[src/rtl/hrs_pkg.sv]
package hrs_pkg;
  localparam int unsigned HRS_NPORT   = 16;
  localparam int unsigned HRS_FRAME_W = 3;
  localparam int unsigned HRS_BOARD_W = 2;
  localparam int unsigned HRS_NODE_W  = 4;
  localparam int unsigned HRS_CRED_W  = 4;

  function automatic int unsigned hrs_max(input int unsigned a, input int unsigned b);
    return (a > b) ? a : b;
  endfunction
endpackage

[src/rtl/hrs_mask_table.sv]
module hrs_mask_table #(
  parameter int unsigned AW = 3,
  parameter int unsigned W  = 16,
  localparam int unsigned DEPTH = 1 << AW
) (
  input  logic          clk,
  input  logic          rst_n,
  input  logic          wr_en,
  input  logic [AW-1:0] wr_addr,
  input  logic [W-1:0]  wr_data,
  input  logic [AW-1:0] rd_addr,
  output logic [W-1:0]  rd_data
);
  logic [W-1:0] ent_q [DEPTH];

  for (genvar g = 0; g < DEPTH; g++) begin : g_ent
    logic hit;
    assign hit = wr_en && (wr_addr == AW'(g));
    always_ff @(posedge clk or negedge rst_n) begin
      if (!rst_n) begin
        ent_q[g] <= '0;
      end else if (hit) begin
        ent_q[g] <= wr_data;
      end
    end
  end

  assign rd_data = ent_q[rd_addr];
endmodule

[src/rtl/hrs_utility.sv]
module hrs_utility #(
  parameter int unsigned NPORT  = 16,
  parameter int unsigned CRED_W = 4,
  localparam int unsigned PORT_W = $clog2(NPORT)
) (
  input  logic [NPORT-1:0]        cand,
  input  logic [NPORT-1:0]        fault,
  input  logic [NPORT*CRED_W-1:0] cred,
  output logic                    any_ok,
  output logic [PORT_W-1:0]       pick
);
  logic [NPORT-1:0]  usable;
  logic [CRED_W-1:0] cred_a [NPORT];

  for (genvar g = 0; g < NPORT; g++) begin : g_port
    assign usable[g] = cand[g] & ~fault[g];
    assign cred_a[g] = cred[g*CRED_W +: CRED_W];
  end

  logic [CRED_W-1:0] best;

  always_comb begin
    any_ok = 1'b0;
    best   = '0;
    pick   = '0;
    for (int i = 0; i < NPORT; i++) begin
      if (usable[i] && (!any_ok || (cred_a[i] > best))) begin
        any_ok = 1'b1;
        best   = cred_a[i];
        pick   = PORT_W'(i);
      end
    end
  end
endmodule

[src/rtl/hier_route_sel.sv]
module hier_route_sel
  import hrs_pkg::*;
#(
  parameter int unsigned NPORT   = HRS_NPORT,
  parameter int unsigned FRAME_W = HRS_FRAME_W,
  parameter int unsigned BOARD_W = HRS_BOARD_W,
  parameter int unsigned NODE_W  = HRS_NODE_W,
  parameter int unsigned CRED_W  = HRS_CRED_W,
  localparam int unsigned PORT_W = $clog2(NPORT),
  localparam int unsigned ID_W   = FRAME_W + BOARD_W + NODE_W,
  localparam int unsigned LO_AW  = BOARD_W + NODE_W,
  localparam int unsigned TA_W   = hrs_max(FRAME_W, LO_AW)
) (
  input  logic                    clk,
  input  logic                    rst_n,
  input  logic [FRAME_W-1:0]      local_frame,
  input  logic                    hd_vld,
  input  logic [ID_W-1:0]         hd_dst,
  input  logic [NPORT*CRED_W-1:0] port_cred,
  input  logic [NPORT-1:0]        port_fault,
  input  logic                    tbl_we,
  input  logic                    tbl_sel,
  input  logic [TA_W-1:0]         tbl_addr,
  input  logic [NPORT-1:0]        tbl_mask,
  output logic                    rt_vld,
  output logic [PORT_W-1:0]       rt_port,
  output logic                    rt_err
);
  logic [FRAME_W-1:0] dst_frame;
  logic [LO_AW-1:0]   dst_local;
  logic               go_up;
  logic [NPORT-1:0]   up_mask, lo_mask, cand;
  logic               any_ok;
  logic [PORT_W-1:0]  pick;

  assign dst_frame = hd_dst[ID_W-1 -: FRAME_W];
  assign dst_local = hd_dst[LO_AW-1:0];
  assign go_up     = (dst_frame != local_frame);

  hrs_mask_table #(.AW(FRAME_W), .W(NPORT)) u_upper (
    .clk     (clk),
    .rst_n   (rst_n),
    .wr_en   (tbl_we & tbl_sel),
    .wr_addr (tbl_addr[FRAME_W-1:0]),
    .wr_data (tbl_mask),
    .rd_addr (dst_frame),
    .rd_data (up_mask)
  );

  hrs_mask_table #(.AW(LO_AW), .W(NPORT)) u_lower (
    .clk     (clk),
    .rst_n   (rst_n),
    .wr_en   (tbl_we & ~tbl_sel),
    .wr_addr (tbl_addr[LO_AW-1:0]),
    .wr_data (tbl_mask),
    .rd_addr (dst_local),
    .rd_data (lo_mask)
  );

  assign cand = go_up ? up_mask : lo_mask;

  hrs_utility #(.NPORT(NPORT), .CRED_W(CRED_W)) u_util (
    .cand   (cand),
    .fault  (port_fault),
    .cred   (port_cred),
    .any_ok (any_ok),
    .pick   (pick)
  );

  logic              vld_d, err_d, port_en;
  logic [PORT_W-1:0] port_d;

  always_comb begin
    vld_d   = hd_vld & any_ok;
    err_d   = hd_vld & ~any_ok;
    port_en = hd_vld;
    port_d  = any_ok ? pick : rt_port;
  end

  always_ff @(posedge clk or negedge rst_n) begin
    if (!rst_n) begin
      rt_vld <= 1'b0;
      rt_err <= 1'b0;
    end else begin
      rt_vld <= vld_d;
      rt_err <= err_d;
    end
  end

  always_ff @(posedge clk or negedge rst_n) begin
    if (!rst_n) begin
      rt_port <= '0;
    end else if (port_en) begin
      rt_port <= port_d;
    end
  end
endmodule

[config.mk]
export PLATFORM = sky130hd
export DESIGN_NAME = hier_route_sel
export DESIGN_NICKNAME = d
export VERILOG_FILES = /design/src/rtl/hrs_pkg.sv /design/src/rtl/hrs_mask_table.sv /design/src/rtl/hrs_utility.sv /design/src/rtl/hier_route_sel.sv
export SDC_FILE = /design/constraint.sdc
export NUM_CORES = 2
export LEC_CHECK = 0
export BUFFER_PORTS_ARGS = -buffer_cell sky130_fd_sc_hd__buf_4
export CORE_ASPECT_RATIO = 0.9
export CORE_MARGIN = 1.5
export CORE_UTILIZATION = 40
export CTS_CLUSTER_SIZE = 14
export DETAILED_ROUTE_END_ITERATION = 10
export SKIP_CTS_REPAIR_TIMING = 1
export SYNTH_ARGS = -nofsm -noshare
export SYNTH_HDL_FRONTEND = slang
export SYNTH_SLANG_ARGS = --single-unit
[constraint.sdc]
create_clock -name clk -period 58.8 [get_ports clk]
set_input_delay 2.94 -clock clk [delete_from_list [all_inputs] [get_ports clk]]
set_output_delay 2.94 -clock clk [all_outputs]
set_load 0.01 [all_outputs]
==> impl_metrics.env <==
export IMPL_floorplan_die_area_um2=142400
export IMPL_setup_worst_path_class="primary input to flop"
export IMPL_syn_to_final_growth_pct=11.81
export IMPL_cellPowerDensity_nw_per_um2=33.91
export IMPL_synthArstFlopShare_pct=100.0
export IMPL_critical_path_peak_fanout=36
export IMPL_dp_hpwl_um=94510
export IMPL_clk_insertion_delay_late_ns=0.74
export IMPL_p_int_mw=1.538
export IMPL_nets=3920
export IMPL_leakagePower_nw=29.11
export IMPL_post_drt_wl_per_cell_um=26.95
export IMPL_clock_path_buffers=3
export IMPL_achievable_freq_ghz=0.03099
export IMPL_power_share_switching_pct=27.65
export IMPL_worst_r2r_endpoint="rt_port[0]"
export IMPL_postLayoutCoreUtil_pct=44.96
export IMPL_grt_first_pass_wirelength_um=231900
export IMPL_synth_distinct_cells=89
export IMPL_hp_class="flop to flop"
export IMPL_detail_route_first_pass_iterations=5
export IMPL_tightestPinTransition_ns=1.237
export IMPL_pwr_share_clk_pct=37.3
export IMPL_cts_buffers_inserted=130
export IMPL_remaining_drc_errors=0
export IMPL_die_width_um=397.6
export IMPL_timing_critical_path_arrival_ns=32.87
export IMPL_yosys_warnings=0
export IMPL_cp_num_buf_inv=8
export IMPL_cp_data_required_time_ns=59.40
export IMPL_timing_hold_worst_start="u_lower.ent_q[223]"
export IMPL_synth_edff_count=0
export IMPL_vias_per_cell=5.816
export IMPL_synthesis_nets=3909
export IMPL_relSlewSlack_pct=17.36
export IMPL_path_depth=148
export IMPL_post_synth_instance_area_um2=56050
export IMPL_vias_after_detailed_routing=33120
export IMPL_initial_antenna_violation_count=8
export IMPL_total_switching_power_mw=0.5876
export IMPL_avgSynthCellArea_um2=15.00
export IMPL_cts_htree_levels=4
export IMPL_clock_root_buffer="clkbuf_16"
export IMPL_groute_usage_overall_pct=21.82
export IMPL_critPathMaxStageDelay_ns=0.76
export IMPL_placed_cell_area_um2=58530
export IMPL_fraction_of_layout_cells_with_a_size_suffix_above_1_pct=50.38
export IMPL_post_synth_fa_ha_maj_area_fraction_pct=1.183
export IMPL_initial_utilization_pct=40.21
export IMPL_routed_wl_um=153500
export IMPL_most_frequent_cp_cell="a21oi_1"
export IMPL_ioPinCount=125
export IMPL_worst_r2r_path_depth=145
export IMPL_grt_setup_unrepaired="no"
export IMPL_yosys_area_share_xor_xnor_pct=0.04688
export IMPL_cp_top_family="compound AO/OA/AOI/OAI gates"
export IMPL_cp_slowest_cell="a21oi_1"
export IMPL_tritoncts_clock_tree="yes"
export IMPL_dr_first_iter_drc_count=2555
export IMPL_min_delay_worst_endpoint="u_lower.ent_q[223]"
export IMPL_finalWorstPathRequiredPeriod_ns=32.27
export IMPL_number_of_global_route_vias_before_repair=34070
export IMPL_share_comb_of_total_power_pct=19.7
export IMPL_worst_clock_skew_ns=0.01950
export IMPL_final_hold_viols=0
export IMPL_synthSimpleGateAreaFrac_pct=2.973
export IMPL_synth_area_mux_share_pct=37.35
export IMPL_num_rows=130
export IMPL_worst_path_clk_slew_ns=0.06
export IMPL_post_synthesis_compound_gate_area_fraction_pct=3.846
export IMPL_grt_start_max_net_pins=162
export IMPL_final_antenna_net_count=0
export IMPL_critPathCaptureType="flop"
export IMPL_cts_sink_count=1158
export IMPL_setup_viol=0
export IMPL_status="finished, final reports clean"
export IMPL_gp_congestion=0.8815
export IMPL_port_buffers=124
export IMPL_worst_hold_path_num_cells=1
export IMPL_seqPwrFrac_pct=43.0
export IMPL_preCtsSetupSlack_ns=26.36
export IMPL_ys_ff_latch=1158
export IMPL_synth_top_family_by_area="multiplexers"
export IMPL_final_critical_path_setup_slack_ns=26.53
export IMPL_timing_final_max_slew_violations=0
export IMPL_die_h_um=358.1
export IMPL_design_area_um2=62670
export IMPL_reported_max_cap_violation_count=0
export IMPL_post_synth_inst_count=3737
export IMPL_seq_area_frac_synth_pct=51.70
export IMPL_ff2ff_setup_slack_ns=29.79
export IMPL_gr_total_overflow=0
export IMPL_finalSetupTns_ns=0
export IMPL_synth_top_flop_cell="dfrtp_1"
export IMPL_critical_path_reg2reg_startpoint="u_lower.ent_q[0]"
export IMPL_power_ir_vdd_worst_v=0.00002509
export IMPL_post_route_period_util_pct=54.87
export IMPL_worstSetupStartpointType="primary input"
export IMPL_coreArea_um2=139400
-- layer usage --
layer	GRT usage, %	wire length, µm	part of all wire [%]	vias to the layer above
met5	0	0	0	-
met4	5.092	3082	2.0	0
met3	3.217	6964	4.5	194
met2	35.22	72640	47	768
met1	31.13	70770	46	18060
li1	-	-	-	14090
-- layout by cell type (no fill, tap or decap), types with 6 or more instances in the layout --
cell       instances
nor2_2            21
a31oi_1           11
o21a_1            20
ha_1              53
clkbuf_8          24
o21ai_0           40
nand2b_1          17
nor2b_1           24
or3b_2             6
or2_2              6
o21ai_1            8
nand3b_1           9
a22oi_1           22
a21oi_1           39
or3_1             10
nand3_1           18
buf_4            195
and2_1            12
nor2_1            54
clkinv_2          20
a211o_1            7
nor3_1            17
a21o_1            19
clkbuf_16        133
mux2_2          1160
mux4_2           323
nand2_1           86
clkbuf_1          36
o22ai_1           16
nor4_1             6
a211oi_1          17
mux2i_1           60
inv_1             42
inv_6              7
nand4_1           10
dfrtp_1         1158
o211ai_1          10
and3_1            10
-- cells in the mapped netlist, drive strengths merged, types with 10 or more instances --
cell type / instances / area [µm²]
clkbuf: 229 / 859.6
nor2: 77 / 289.0
and3: 11 / 73.82
o211ai: 11 / 96.34
a22oi: 22 / 165.2
buf: 93 / 604.3
or3: 10 / 62.56
inv: 42 / 157.7
o21ai: 49 / 249.0
mux2i: 60 / 600.6
mux4: 323 / 7274
a31oi: 11 / 68.82
nand2: 86 / 322.8
a21o: 19 / 142.6
dfrtp: 1158 / 28980
o22ai: 16 / 100.1
o21a: 20 / 150.1
nand2b: 17 / 106.4
a211oi: 19 / 152.6
mux2: 1160 / 13060
nand3: 19 / 95.09
nor3: 19 / 105.1
nor2b: 24 / 150.1
nand4: 11 / 75.07
ha: 53 / 663.1
a21oi: 41 / 220.2
and2: 13 / 81.33
-- per-stage QoR --
step | power [mW] | hold WS (ns) | cells
floorplan | 1.224 | 0.4739 | 3737
global placement | 1.333 | 0.4811 | 5464
detailed placement | 1.344 | 0.4868 | 5464
CTS | 2.141 | 0.4991 | 5691
global route | 2.227 | 0.5044 | 5691
finish | 2.125 | 0.4971 | 5694
-- registers in the layout, indices dropped and copies added, names as in the netlist --
register,flops
rt_port,4
rt_vld,1
rt_err,1
u_lower.ent_q,1024
u_upper.ent_q,128
-- cell type report --
cell class / count / area (µm²)
inverters: 43 / 162.7
repair buffers: 201 / 1560
multi-input cells: 2214 / 25520
clock inverters: 34 / 334.1
diodes: 3 / 7.507
clock buffers: 193 / 3794
flip-flops and latches: 1158 / 28980
well taps: 1848 / 2312
fillers: 12370 / 76730
-- how the worst max path moves through the flow --
stage                          from         end  slack (ns)
after floorplan           hd_dst[2]  rt_port[0]       31.25
after global placement    hd_dst[2]  rt_port[0]       27.13
after detailed placement  hd_dst[2]  rt_port[0]       26.36
after CTS                 hd_dst[2]  rt_port[0]       27.08
after global routing      hd_dst[2]  rt_port[0]       24.10
final                     hd_dst[2]  rt_port[0]       26.53
-- cell families after synthesis --
logic type      count (synthesis)
xor+xnor                        3
fa+ha+maj                      53
flops                        1158
compound gates                290
simple gates                  325
mux                          1543
buf+inv                       365
-- power groups by stage --
stage | clock network, mW | registers (mW) | logic [mW]
after floorplan | 0 | 0.915 | 0.308
after global placement | 0 | 0.925 | 0.408
after detailed placement | 0 | 0.928 | 0.417
after CTS | 0.810 | 0.914 | 0.418
after global routing | 0.844 | 0.924 | 0.459
final | 0.793 | 0.915 | 0.418
Note: power is estimated with default switching activity, not from simulation.
